### src/rtl/freqsel_pkg.sv
package freqsel_pkg;
  typedef enum logic [1:0] {SRC_HW, SRC_PROG, SRC_RECOV} srcSel_e;

  typedef struct packed {
    logic capProg;
    logic capRecov;
    logic useHw;
  } ctrlStb_t;
endpackage

### src/rtl/freqsel_ctrl.sv
module freqsel_ctrl
  import freqsel_pkg::*;
#(
  parameter int WD_W    = 16,
  parameter int RST_LEN = 16
) (
  input  logic            clk,
  input  logic            rstN,
  input  logic            mWriteStb,
  input  logic            progEn,
  input  logic            recSel,
  input  logic [WD_W-1:0] wdPeriod,
  input  logic            wdKick,
  output ctrlStb_t        strobes,
  output logic            wdTimeout,
  output logic            loadStb,
  output logic            rstOutN
);
  localparam int RST_CW = $clog2(RST_LEN + 1);

  logic [WD_W-1:0]   wdCnt;
  logic [RST_CW-1:0] rstCnt;
  logic              wdOn;
  logic              anyEvent;

  assign wdOn      = (wdPeriod != '0);
  assign wdTimeout = wdOn && !wdKick && (wdCnt == wdPeriod - WD_W'(1));
  assign anyEvent  = wdTimeout || mWriteStb;

  // timeout has priority over a coincident M write
  always_comb begin
    strobes          = '0;
    strobes.capRecov = wdTimeout && recSel;
    strobes.useHw    = (wdTimeout && !recSel) || (!wdTimeout && mWriteStb && !progEn);
    strobes.capProg  = !wdTimeout && mWriteStb && progEn;
  end

  always_ff @(posedge clk or negedge rstN) begin
    if (!rstN) begin
      wdCnt <= '0;
    end else if (!wdOn || wdKick || wdTimeout) begin
      wdCnt <= '0;
    end else begin
      wdCnt <= wdCnt + WD_W'(1);
    end
  end

  always_ff @(posedge clk or negedge rstN) begin
    if (!rstN) begin
      rstCnt  <= '0;
      loadStb <= 1'b0;
    end else begin
      loadStb <= anyEvent;
      if (anyEvent) begin
        rstCnt <= RST_CW'(RST_LEN);
      end else if (rstCnt != '0) begin
        rstCnt <= rstCnt - RST_CW'(1);
      end
    end
  end

  assign rstOutN = (rstCnt == '0);
endmodule

### src/rtl/freqsel_datapath.sv
module freqsel_datapath
  import freqsel_pkg::*;
#(
  parameter int N_W  = 8,
  parameter int M_W  = 7,
  parameter int FS_W = 5
) (
  input  logic            clk,
  input  logic            rstN,
  input  logic            pwrGood,
  input  logic [FS_W-1:0] fsStrap,
  input  logic [N_W-1:0]  hwN,
  input  logic [M_W-1:0]  hwM,
  input  logic [N_W-1:0]  progN,
  input  logic [M_W-1:0]  progM,
  input  logic [N_W-1:0]  recN,
  input  logic [M_W-1:0]  recM,
  input  logic            overrideEn,
  input  logic [FS_W-1:0] selReg,
  input  ctrlStb_t        strobes,
  output logic [N_W-1:0]  outN,
  output logic [M_W-1:0]  outM,
  output logic [FS_W-1:0] outRatio
);
  logic            pwrGoodQ;
  logic [FS_W-1:0] fsLatched;
  srcSel_e         srcSel;
  logic [N_W-1:0]  capN;
  logic [M_W-1:0]  capM;

  always_ff @(posedge clk or negedge rstN) begin
    if (!rstN) begin
      pwrGoodQ  <= 1'b0;
      fsLatched <= '0;
    end else begin
      pwrGoodQ <= pwrGood;
      if (pwrGood && !pwrGoodQ) fsLatched <= fsStrap;
    end
  end

  always_ff @(posedge clk or negedge rstN) begin
    if (!rstN) begin
      srcSel <= SRC_HW;
      capN   <= '0;
      capM   <= '0;
    end else if (strobes.capRecov) begin
      srcSel <= SRC_RECOV;
      capN   <= recN;
      capM   <= recM;
    end else if (strobes.capProg) begin
      srcSel <= SRC_PROG;
      capN   <= progN;
      capM   <= progM;
    end else if (strobes.useHw) begin
      srcSel <= SRC_HW;
    end
  end

  always_comb begin
    if (srcSel == SRC_HW) begin
      outN = hwN;
      outM = hwM;
    end else begin
      outN = capN;
      outM = capM;
    end
    outRatio = overrideEn ? selReg : fsLatched;
  end
endmodule

### src/rtl/freqsel_wdog_ctrl.sv
module freqsel_wdog_ctrl
  import freqsel_pkg::*;
#(
  parameter int N_W     = 8,
  parameter int M_W     = 7,
  parameter int FS_W    = 5,
  parameter int WD_W    = 16,
  parameter int RST_LEN = 16
) (
  input  logic            clk,
  input  logic            rstN,
  input  logic            pwrGood,
  input  logic [FS_W-1:0] fsStrap,
  input  logic [N_W-1:0]  hwN,
  input  logic [M_W-1:0]  hwM,
  input  logic            progEn,
  input  logic [N_W-1:0]  progN,
  input  logic [M_W-1:0]  progM,
  input  logic            mWriteStb,
  input  logic            overrideEn,
  input  logic [FS_W-1:0] selReg,
  input  logic            recSel,
  input  logic [N_W-1:0]  recN,
  input  logic [M_W-1:0]  recM,
  input  logic [WD_W-1:0] wdPeriod,
  input  logic            wdKick,
  output logic [N_W-1:0]  outN,
  output logic [M_W-1:0]  outM,
  output logic [FS_W-1:0] outRatio,
  output logic            loadStb,
  output logic            rstOutN
);
  ctrlStb_t strobes;
  logic     wdTimeout;

  freqsel_ctrl #(.WD_W(WD_W), .RST_LEN(RST_LEN)) u_ctrl (
    .clk(clk), .rstN(rstN), .mWriteStb(mWriteStb), .progEn(progEn),
    .recSel(recSel), .wdPeriod(wdPeriod), .wdKick(wdKick),
    .strobes(strobes), .wdTimeout(wdTimeout), .loadStb(loadStb),
    .rstOutN(rstOutN)
  );

  freqsel_datapath #(.N_W(N_W), .M_W(M_W), .FS_W(FS_W)) u_dp (
    .clk(clk), .rstN(rstN), .pwrGood(pwrGood), .fsStrap(fsStrap),
    .hwN(hwN), .hwM(hwM), .progN(progN), .progM(progM),
    .recN(recN), .recM(recM), .overrideEn(overrideEn), .selReg(selReg),
    .strobes(strobes), .outN(outN), .outM(outM), .outRatio(outRatio)
  );
endmodule

### config.mk
export PLATFORM = sky130hd
export DESIGN_NAME = freqsel_wdog_ctrl
export DESIGN_NICKNAME = d
export VERILOG_FILES = /design/src/rtl/freqsel_pkg.sv /design/src/rtl/freqsel_ctrl.sv /design/src/rtl/freqsel_datapath.sv /design/src/rtl/freqsel_wdog_ctrl.sv
export SDC_FILE = /design/constraint.sdc
export NUM_CORES = 1
export LEC_CHECK = 0
export ABC_AREA = 1
export BUFFER_PORTS_ARGS = -buffer_cell sky130_fd_sc_hd__clkbuf_2
export CAP_MARGIN = 40
export CORE_ASPECT_RATIO = 0.7
export CORE_MARGIN = 5
export CORE_UTILIZATION = 52
export DETAILED_ROUTE_END_ITERATION = 16
export GPL_TIMING_DRIVEN = 0
export PLACE_DENSITY_LB_ADDON = 0.25
export SETUP_SLACK_MARGIN = 0.2
export SYNTH_ARGS = -nofsm -noshare
export SYNTH_HDL_FRONTEND = slang
export SYNTH_HIERARCHICAL = 1
export SYNTH_SLANG_ARGS = --single-unit
### constraint.sdc
create_clock -name clk -period 3.09 [get_ports clk]
set_clock_uncertainty 0.2 [all_clocks]
set_input_delay 0.4635 -clock clk [delete_from_list [all_inputs] [get_ports clk]]
set_output_delay 0.4635 -clock clk [all_outputs]
set_load 0.005 [all_outputs]
# After elaboration in Yosys (flattened, before gate mapping)
# Index checks and enable logic that the tools add are counted.
dict set report word_totals {
  ff_bits 45
  latch_bits 0
  mem_bits_rw 0
  romBits 0
  in_bits 79
  out_inout_bits 22
  word_cells 50
  mem_count 0
}
dict set report op_classes {
  add_sub_neg 3
  multipliers 0
  div_mod_pow 0
  order_cmp 0
  eq_ne 1
  n_shift 0
  mux 13
  bitwise 0
  reduce_logical 25
}
# cell n
set op_table {}
lappend op_table {{$mux 8} 3}
lappend op_table {{$mux 7} 3}
lappend op_table {{$add 16x1->16 const B} 1}
lappend op_table {{$eq 16x16->1} 1}
lappend op_table {{$mux 16} 1}
lappend op_table {{$reduce_bool 16->1} 1}
lappend op_table {{$sub 16x1->16 const B} 1}
lappend op_table {{$mux 5} 3}
lappend op_table {{$logic_and 1x1->1} 8}
lappend op_table {{$logic_not 1->1} 6}
lappend op_table {{$mux 2} 3}
lappend op_table {{$logic_not 5->1} 1}
lappend op_table {{$reduce_bool 5->1} 1}
lappend op_table {{$sub 5x1->5 const B} 1}
lappend op_table {{$logic_or 1x1->1} 4}
lappend op_table {{$reduce_bool 2->1} 2}
lappend op_table {{$reduce_bool 3->1} 1}
lappend op_table {{$logic_not 2->1} 1}

# Longest topological paths before layout
# Gate-level depths: netlist of run 1.
dict set report depth {
  depth_word 10
  depth_mapped 19
}

# Cells and area by module
# Netlist of run 1, hierarchy kept.
# module instances cells_each area_per_inst_um2 seq_area_each_um2
set modules_own_cells {}
lappend modules_own_cells {freqsel_ctrl 1 296 1966.9 550.5}
lappend modules_own_cells {freqsel_datapath 1 181 1342.5 575.6}

# Least setup slack after synthesis of run 1
# OpenSTA, ideal clock, no wires.
dict set report synth_path {
  kind {input -> register}
  startpoint {input wdPeriod[0]}
  endpoint {register u_dp.srcSel[0]}
  setup_ns 0.065
  arrival_ns 2.309
  path_slack_ns 0.516
  cell_stages 18
  path_cell_list {inv_1 > ha_1 > nand2_2 > nor2_4 > nand2_1 > nand2_1 > nand2_1 > nor2_1 > nand2_1 > nor2_2 > nand3_1 > nand3_1 > inv_1 > buf_6 > nor2_8 > buf_8 > nand3_1 > nand2_1}
}
# element line
set synth_rtl {}
lappend synth_rtl {{start: declaration} freqsel_wdog_ctrl.sv:25} ;# input logic [WD_W-1:0] wdPeriod,
lappend synth_rtl {{end signal: assignment} freqsel_datapath.sv:43} ;# srcSel <= SRC_HW;
lappend synth_rtl {{end signal: assignment} freqsel_datapath.sv:47} ;# srcSel <= SRC_RECOV;
lappend synth_rtl {{end signal: assignment} freqsel_datapath.sv:51} ;# srcSel <= SRC_PROG;
lappend synth_rtl {{end: declaration} freqsel_datapath.sv:27} ;# srcSel_e srcSel;

==> impl_metrics.env, run 1 <==
export IMPL_run_status="completed"
export IMPL_first_global_vias=3077
export IMPL_clock_root_buffer="sky130_fd_sc_hd__clkbuf_8"
export IMPL_min_period_ps=2600
export IMPL_finalHoldViolCount=0
export IMPL_synthesis_area_mm2=0.00331
export IMPL_slew_violations=0
export IMPL_syn_area_per_cell_um2=6.94
export IMPL_pin_count=101
export IMPL_setup_viol=0
export IMPL_synthesis_yosys_warnings=6
export IMPL_synth_cells=476
export IMPL_clk_latency_ps=290
export IMPL_detail_route_first_pass_iterations=5
export IMPL_cp_cell_sequence="clkbuf_2 > inv_2 > ha_2 > nand2_2 > nor2_4 > nand2_1 > nand2_1 > nand2_1 > nor2_1 > nand2_1 > nor2_2 > nand3_2 > nand3_1 > inv_1 > buf_6 > nor2_8 > buf_8 > nand2_1 > nand3_1"
export IMPL_die_height_um=76.7
export IMPL_critPathLaunchType="primary input"
export IMPL_grt_total_usage=0.214
export IMPL_gp_congestion=0.906
export IMPL_arrival_ps=2630
export IMPL_critical_path_slowest_cell="sky130_fd_sc_hd__ha_2"
export IMPL_synth_net_count=560
export IMPL_drt_antenna_violating_nets=0
export IMPL_ctsHtreeMaxLevel=2
export IMPL_worstHoldPathType="in -> reg"
export IMPL_irDropWorstVdd_mv=0.320
export IMPL_grt_overflow_total=0
export IMPL_timing_hold_worst_start="pwrGood"
export IMPL_grt_antenna_before_repair=0
export IMPL_layout_net_count=669
export IMPL_floorplan_core_area_mm2=0.00622
export IMPL_cts_path_max_buffers=2
export IMPL_achievable_frequency_mhz=385
export IMPL_diodes=0
export IMPL_post_drt_wl_per_cell_um=12.7
export IMPL_critPathLaunch="wdPeriod[0]"
export IMPL_layout_drive_gt1_share=0.258
export IMPL_numPortBuffers=99
export IMPL_drt_vias_per_instance=5.03
export IMPL_crit_family="simple AND/OR/NAND/NOR gates"
export IMPL_power_mw=1.60
export IMPL_numCtsBuffers=5
export IMPL_grt_setup_unrepaired="no"
export IMPL_pin_count_of_the_biggest_net_entering_global_routing=33
export IMPL_worstPathBufferInverterCount=5
export IMPL_hpwlAfterDp_mm=6.79
export IMPL_path_max_fanout=10
export IMPL_timing_worst_setup_path_type="in -> reg"
export IMPL_crit_path_max_incr_delay_ps=210
export IMPL_maxSlewHeadroom=0.698
export IMPL_initial_utilization=0.532
export IMPL_area_growth_pct=22.8
export IMPL_tns_ps=0
export IMPL_wirelength_mm=8.45
export IMPL_vias=3339
export IMPL_die_outline_area_mm2=0.00808
export IMPL_power_density_mw_per_mm2=393
export IMPL_critical_path_top_cell_by_count="sky130_fd_sc_hd__nand2_1"
export IMPL_max_cap_violations=0
export IMPL_clkSinkCount=45
export IMPL_worstPathRequired_ps=3120
export IMPL_power_static_leakage_nw=2.23
export IMPL_drtIter0Drc=195
export IMPL_remaining_drc_errors=0
export IMPL_worst_hold_slack_ps=109
export IMPL_num_rows=24
export IMPL_setup_worst_path_end_class="flop"
export IMPL_cts_tree="built"
export IMPL_die_width_um=105
export IMPL_grt_first_pass_wirelength_mm=14.5
export IMPL_critical_path_reg2reg_startpoint="u_ctrl/wdCnt[9]"
export IMPL_period_share=0.840
export IMPL_cts_clk_slew_worst_paths_ps=80
export IMPL_worstMarginPinSlew_ps=453
[metal layers]
layer	track usage	wire [µm]
met5	0	0
met4	0.0367	31
met3	0.0445	559
met2	0.328	3810
met1	0.315	4050
[report_power, final]
part,switching (mW),internal (mW)
Sequential,0.0450,0.654
Combinational,0.245,0.197
Clock,0.191,0.264
[cells in the final DEF (no fill, tap or decap), drive strengths merged]
cell type,n
ha,5
clkbuf,107
nor3,2
nand3,55
o21ai,28
and3b,1
nand3b,5
xnor2,9
o211ai,1
nor2,66
xor2,22
a21oi,1
inv,51
buf,13
bufinv,1
nand4,9
nor4,2
dlygate4sd3,1
nand2,162
dfrtp,45
[flip-flops by register name (all words and copies together), names as in the netlist]
signal	flops
u_ctrl/wdCnt	16
u_ctrl/rstCnt	5
u_ctrl/loadStb	1
u_dp/capN	8
u_dp/capM	7
u_dp/fsLatched	5
u_dp/srcSel	2
u_dp/pwrGoodQ	1
[through the flow]
stage               instance area (µm²)  setup WS, ps  cells  utilization
floorplan                          3310           516    476            -
global placement                   3900           101    653        0.627
detailed placement                 3920          49.5    654        0.630
global route                       4060           240    664        0.653
CTS                                4050           346    663        0.651
finish                             4060           494    664        0.653
[cell type report]
type | instances | area (µm²)
Clock buffer | 7 | 86.3
Timing Repair Buffer | 102 | 533
Clock inverter | 1 | 30.0
Sequential cell | 45 | 1130
Fill cell | 569 | 2160
Multi-Input combinational cell | 368 | 1880
Buffer | 12 | 111
Tap cell | 78 | 97.6
Inverter | 51 | 194
[worst paths after layout]
path / endpoint / slack (ps) / cells after the start
min in group asynchronous: u_dp/capN[5] / 410 / 2
worst max register to register: u_dp/capN[7] / 560 / 15
worst min-delay path: u_dp/pwrGoodQ / 110 / 1
max in group asynchronous: u_dp/srcSel[0] / 1790 / 3
worst min register to register: u_dp/fsLatched[2] / 280 / 2
worst max-delay path: u_dp/capN[7] / 490 / 19
[timing repair]
item / 4_1_cts / 5_1_grt
hold buffers: 1 / 0
endpoints found under the hold margin: 13 / 0
endpoints found under the setup margin: 0 / 15
setup buffers: 0 / 1
resized for setup: 0 / 3
[worst register-to-register path, cell delays in order (launching register included)]
cell	delay, ps
sky130_fd_sc_hd__dfrtp_1	450
sky130_fd_sc_hd__xor2_1	340
sky130_fd_sc_hd__nand3_1	120
sky130_fd_sc_hd__nand2_1	110
sky130_fd_sc_hd__inv_1	40
sky130_fd_sc_hd__nor2_1	100
sky130_fd_sc_hd__nand2_1	70
sky130_fd_sc_hd__nor2_2	160
sky130_fd_sc_hd__nand3_2	140
sky130_fd_sc_hd__nand3_1	100
sky130_fd_sc_hd__inv_1	50
sky130_fd_sc_hd__buf_6	140
sky130_fd_sc_hd__nor2_8	180
sky130_fd_sc_hd__buf_8	160
sky130_fd_sc_hd__nand2_1	50
sky130_fd_sc_hd__nand3_1	70
(Power assumes the default switching activity.)
==> run 2: changes to the inputs <==
==> constraint.sdc (replaced) <==
create_clock -name clk -period 2.65 [get_ports clk]
set_clock_uncertainty 0.2 [all_clocks]
set_input_delay 0.3975 -clock clk [delete_from_list [all_inputs] [get_ports clk]]
set_output_delay 0.3975 -clock clk [all_outputs]
set_load 0.005 [all_outputs]
==> impl_metrics.env, run 2 (synthesis results as in run 1) <==
export IMPL_power_frac_comb=0.312
export IMPL_setup_worst_path_end_class="flop"
export IMPL_gp_congestion=0.911
export IMPL_timing_hold_worst_start="pwrGood"
export IMPL_hpwlAfterDp_mm=7.09
export IMPL_diodes=0
export IMPL_die_width_um=105
export IMPL_setup_viol=0
export IMPL_mostFrequentLayoutCells="sky130_fd_sc_hd__nand2_1 (140), sky130_fd_sc_hd__clkbuf_2 (97), sky130_fd_sc_hd__nor2_1 (49)"
export IMPL_layout_drive_gt1_share=0.336
export IMPL_slew_violations=0
export IMPL_drtIter0Drc=312
export IMPL_largest_register_ffs=16
export IMPL_detail_route_first_pass_iterations=5
export IMPL_period_share=0.905
export IMPL_worstPathRequired_ps=2680
export IMPL_numPortBuffers=99
export IMPL_pin_count=101
export IMPL_critPathLaunch="wdPeriod[8]"
export IMPL_pin_count_of_the_biggest_net_entering_global_routing=26
export IMPL_initial_utilization=0.532
export IMPL_timing_hold_worst_path_depth=1
export IMPL_remaining_drc_errors=0
export IMPL_run_status="completed"
export IMPL_clkSinkCount=45
export IMPL_path_max_fanout=6
export IMPL_clk_latency_ps=290
export IMPL_num_rows=24
export IMPL_grt_overflow_total=0
export IMPL_die_height_um=76.7
export IMPL_reg2regPathDepth=13
export IMPL_detailedPlace_worstSlack_ps=-277
export IMPL_power_static_leakage_nw=2.39
export IMPL_cts_path_max_buffers=2
export IMPL_util_after_layout=0.712
export IMPL_worstMarginPinSlew_ps=650
export IMPL_cts_tree="built"
export IMPL_critical_path_reg2reg_startpoint="u_ctrl/wdCnt[5]"
export IMPL_first_global_vias=3296
export IMPL_layout_net_count=686
export IMPL_switching_share=0.325
export IMPL_largest_register="u_ctrl/wdCnt"
export IMPL_arrival_ps=2430
export IMPL_p_clk_frac=0.236
export IMPL_maxSlewHeadroom=0.566
export IMPL_register_share_of_total_power=0.451
export IMPL_grt_setup_unrepaired="yes"
export IMPL_clock_root_buffer="sky130_fd_sc_hd__clkbuf_8"
export IMPL_timing_worst_setup_path_type="in -> reg"
export IMPL_floorplan_core_area_mm2=0.00622
export IMPL_biggestRegsByFlops="u_ctrl/wdCnt: 16 flops, u_dp/capN: 8 flops, u_dp/capM: 7 flops"
export IMPL_post_drt_wl_per_cell_um=14.2
export IMPL_area_growth_pct=33.8
export IMPL_achievable_frequency_mhz=417
export IMPL_vias=3465
export IMPL_drt_antenna_violating_nets=0
export IMPL_grt_total_usage=0.212
export IMPL_critPathLaunchType="primary input"
export IMPL_cellInternalPower_mw=1.22
export IMPL_numCtsBuffers=5
export IMPL_power_switching_uw=588
export IMPL_power_density_mw_per_mm2=410
export IMPL_worst_hold_slack_ps=49.6
export IMPL_nFillCells=505
export IMPL_die_outline_area_mm2=0.00808
export IMPL_mostFrequentLayoutCell="sky130_fd_sc_hd__nand2_1"
export IMPL_cts_clk_slew_worst_paths_ps=80
export IMPL_grt_antenna_before_repair=0
export IMPL_worstHoldPathType="in -> reg"
export IMPL_ctsHtreeMaxLevel=2
export IMPL_max_cap_violations=0
export IMPL_layout_setup_ws_ps=252
export IMPL_wirelength_mm=9.64
export IMPL_min_period_ps=2400
export IMPL_finalHoldViolCount=0
export IMPL_irDropWorstVdd_mv=0.387
export IMPL_drt_vias_per_instance=5.10
export IMPL_grt_first_pass_wirelength_mm=14.4
run 2: cell count changes in the layout (fill, tap and decap cells not counted), sizes merged:
cell,before,now
clkinv,0,1
buf,13,29
bufinv,1,0
clkinvlp,0,1
inv,51,50
run 2: critical path, stage by stage:
cell                       delay, ps
sky130_fd_sc_hd__clkbuf_2        140
sky130_fd_sc_hd__nor2_1          210
sky130_fd_sc_hd__nand2_1         160
sky130_fd_sc_hd__nor2_1          160
sky130_fd_sc_hd__nand2_1          60
sky130_fd_sc_hd__nand2_1          70
sky130_fd_sc_hd__nand2_1          50
sky130_fd_sc_hd__nor2_1          100
sky130_fd_sc_hd__nand2_1          90
sky130_fd_sc_hd__nor2_4          170
sky130_fd_sc_hd__nand3_4          90
sky130_fd_sc_hd__nand3_2          70
sky130_fd_sc_hd__inv_2            30
sky130_fd_sc_hd__buf_6           120
sky130_fd_sc_hd__nor2_8          180
sky130_fd_sc_hd__buf_8           140
sky130_fd_sc_hd__nand3_1         100
sky130_fd_sc_hd__nand2_1          80
run 2: per-stage QoR:
step	area (µm²)	power [mW]	TNS (ps)	std cells
floorplan	3310	1.14	0	476
global placement	3910	1.32	-2660	653
detailed placement	3930	1.35	-3490	654
CTS	4080	1.78	0	666
global route	4420	1.94	0	680
finish	4420	1.81	0	680
run 2: worst paths after layout:
kind	slack, ps	to
max	250	u_dp/srcSel[0]
min	50	u_dp/pwrGoodQ
max reg2reg	260	u_dp/srcSel[0]
min reg2reg	280	u_dp/capN[5]
max in group asynchronous	1250	u_ctrl/rstCnt[4]
min in group asynchronous	470	u_dp/fsLatched[1]
run 2: cell type report:
cell class	instances	area (µm²)	area share
buffer	12	115	0.0260
clock buffer	7	86.3	0.0195
inverter	51	210	0.0475
multi-input combinational	368	2070	0.468
sequential	45	1130	0.255
tap	78	97.6	0.0221
timing repair buffer	118	708	0.160
timing repair inverter	1	8.76	0.00198
run 2: power groups by stage:
stage	combinational [mW]	clock [mW]	sequential, mW
after floorplan	0.327	0	0.813
after global placement	0.492	0	0.824
after detailed placement	0.521	0	0.827
after CTS	0.528	0.436	0.814
after global routing	0.644	0.468	0.828
final	0.566	0.428	0.818
run 2: per-layer routing:
metal | global-route usage | vias to the layer above | share of wire
li1 | - | 1749 | -
met5 | 0 | - | 0
met3 | 0.0361 | 10 | 0.072
met2 | 0.363 | 123 | 0.49
met1 | 0.287 | 1583 | 0.43
met4 | 0.0354 | 0 | 0.011
run 2: what timing repair did:
item,CTS,global route
endpoints found under the hold margin,24,0
setup endpoints to repair,17,18
buffers inserted,4,11
gates resized for setup,4,50
pin swaps,3,25
gates cloned,0,3
hold buffers,1,0
==> run 3: changes to the inputs <==
--- a/config.mk
+++ b/config.mk
@@ -9,7 +9,6 @@
 export BUFFER_PORTS_ARGS = -buffer_cell sky130_fd_sc_hd__clkbuf_2
 export CAP_MARGIN = 40
 export CORE_ASPECT_RATIO = 0.7
-export CORE_MARGIN = 5
 export CORE_UTILIZATION = 52
 export DETAILED_ROUTE_END_ITERATION = 16
 export GPL_TIMING_DRIVEN = 0
==> impl_metrics.env, run 3 (synthesis results as in run 1) <==
export IMPL_pin_count=101
export IMPL_post_drt_wl_per_cell_um=13.8
export IMPL_run_status="completed"
export IMPL_cp_cell_sequence="clkbuf_2 > nor2_4 > nand2_2 > nor2_8 > nand2_1 > nand2_1 > nand2_1 > nor2_1 > nand2_1 > nor2_4 > nand3_2 > nand3_2 > inv_1 > buf_6 > nor2_8 > buf_4 > nand2_1 > nand3_1"
export IMPL_setup_viol=0
export IMPL_cts_clk_slew_worst_paths_ps=80
export IMPL_layout_setup_ws_ps=222
export IMPL_vias=3535
export IMPL_achievable_frequency_mhz=412
export IMPL_drtIter0Drc=226
export IMPL_layout_net_count=692
export IMPL_pin_count_of_the_biggest_net_entering_global_routing=35
export IMPL_diodes=0
export IMPL_finalHoldViolCount=0
export IMPL_worstHoldPathType="in -> reg"
export IMPL_drt_antenna_violating_nets=0
export IMPL_die_height_um=68.7
export IMPL_timing_worst_setup_path_type="in -> reg"
export IMPL_numPortBuffers=99
export IMPL_remaining_drc_errors=0
export IMPL_maxSlewHeadroom=0.700
export IMPL_detailedPlace_worstSlack_ps=-264
export IMPL_slew_violations=0
export IMPL_arrival_ps=2450
export IMPL_min_period_ps=2430
export IMPL_floorplan_core_area_mm2=0.00593
export IMPL_critPathLaunchType="primary input"
export IMPL_ctsHtreeMaxLevel=2
export IMPL_worstMarginPinSlew_ps=450
export IMPL_worstPathBufferInverterCount=4
export IMPL_hpwlAfterDp_mm=6.54
export IMPL_clock_root_buffer="sky130_fd_sc_hd__clkbuf_8"
export IMPL_grt_antenna_before_repair=0
export IMPL_critical_path_top_cell_by_count="sky130_fd_sc_hd__nand2_1"
export IMPL_die_outline_area_mm2=0.00668
export IMPL_grt_overflow_total=0
export IMPL_power_static_leakage_nw=2.39
export IMPL_num_rows=23
export IMPL_worstPathRequired_ps=2670
export IMPL_irDropWorstVdd_mv=0.332
export IMPL_grt_total_usage=0.254
export IMPL_path_max_fanout=8
export IMPL_cts_path_max_buffers=2
export IMPL_biggestRegsByFlops="u_ctrl/wdCnt: 16 flops, u_dp/capN: 8 flops, u_dp/capM: 7 flops"
export IMPL_initial_utilization=0.558
export IMPL_crit_path_max_incr_delay_ps=170
export IMPL_largest_register_ffs=16
export IMPL_cts_tree="built"
export IMPL_clk_latency_ps=290
export IMPL_first_global_vias=2967
export IMPL_grt_setup_unrepaired="no"
export IMPL_largest_register="u_ctrl/wdCnt"
export IMPL_critical_path_slowest_cell="sky130_fd_sc_hd__nor2_8"
export IMPL_gp_congestion=0.890
export IMPL_power_density_mw_per_mm2=408
export IMPL_layout_drive_gt1_share=0.340
export IMPL_wirelength_mm=9.42
export IMPL_drt_vias_per_instance=5.18
export IMPL_setup_worst_path_end_class="flop"
export IMPL_period_share=0.916
export IMPL_nFillCells=450
export IMPL_die_width_um=97.3
export IMPL_grt_first_pass_wirelength_mm=13.5
export IMPL_power_mw=1.81
export IMPL_clkSinkCount=45
export IMPL_mostFrequentLayoutCell="sky130_fd_sc_hd__nand2_1"
export IMPL_tns_ps=0
export IMPL_max_cap_violations=0
export IMPL_area_growth_pct=34.3
export IMPL_numCtsBuffers=5
export IMPL_crit_family="simple AND/OR/NAND/NOR gates"
export IMPL_mostFrequentLayoutCells="sky130_fd_sc_hd__nand2_1 (140), sky130_fd_sc_hd__clkbuf_2 (97), sky130_fd_sc_hd__inv_1 (46)"
export IMPL_worst_hold_slack_ps=44.1
export IMPL_detail_route_first_pass_iterations=4
run 3: changes by cell type in the layout (fill, tap and decap cells not counted), moves of 3 or more:
cell / previous run / this run
sky130_fd_sc_hd__buf_4: 18 / 26
sky130_fd_sc_hd__nand3_1: 37 / 44
sky130_fd_sc_hd__nand3_2: 16 / 10
sky130_fd_sc_hd__nor2_1: 49 / 45
sky130_fd_sc_hd__nor2_4: 6 / 9
run 3: stage by stage:
| stage | utilization | instances | cell area [µm²] |
|---|---|---|---|
| global placement | 0.658 | 650 | 3900 |
| CTS | 0.690 | 667 | 4090 |
| global route | 0.749 | 683 | 4440 |
| finish | 0.749 | 683 | 4440 |
| detailed placement | 0.661 | 651 | 3920 |
| floorplan | - | 476 | 3310 |
run 3: worst paths after layout:
kind,start,end,slack [ps],cells past startpoint
min in group asynchronous,rstN,u_ctrl/wdCnt[13],330,2
setup / recovery,wdPeriod[6],u_dp/capN[6],220,18
setup reg to reg,u_ctrl/wdCnt[11],u_dp/capN[6],260,14
max in group asynchronous,rstN,u_ctrl/wdCnt[9],1440,3
hold / removal,pwrGood,u_dp/pwrGoodQ,40,1
hold reg to reg,u_dp/fsLatched[3],u_dp/fsLatched[3],280,2
run 3: routing by layer:
layer,vias up,routed length [µm],track usage
met5,-,0,0
met4,0,44,0.0423
met3,6,546,0.0393
met2,122,4630,0.427
met1,1638,4200,0.358
li1,1769,-,-
run 3: what timing repair did:
item	CTS	global route
endpoints found under the hold margin	11	0
pin swaps	5	34
buffers inserted	8	14
hold buffers	1	0
endpoints found under the setup margin	17	17
gates cloned	0	2
resized for setup	4	52
run 3: final cells by class:
cell class / instances / area, µm² / share of cell area
Sequential cell: 45 / 1130 / 0.254
Buffer: 12 / 118 / 0.0265
Multi-Input combinational cell: 368 / 2050 / 0.463
Inverter: 51 / 210 / 0.0474
Tap cell: 75 / 93.8 / 0.0211
Timing Repair Buffer: 125 / 749 / 0.169
Clock buffer: 7 / 86.3 / 0.0194
run 3: report_power, final:
group,switching (mW),internal [mW],leakage (nW),total (mW)
Sequential,0.0556,0.762,0.577,0.818
Clock,0.214,0.207,0.0443,0.421
Combinational,0.315,0.257,1.77,0.572
Total,0.584,1.23,2.39,1.81
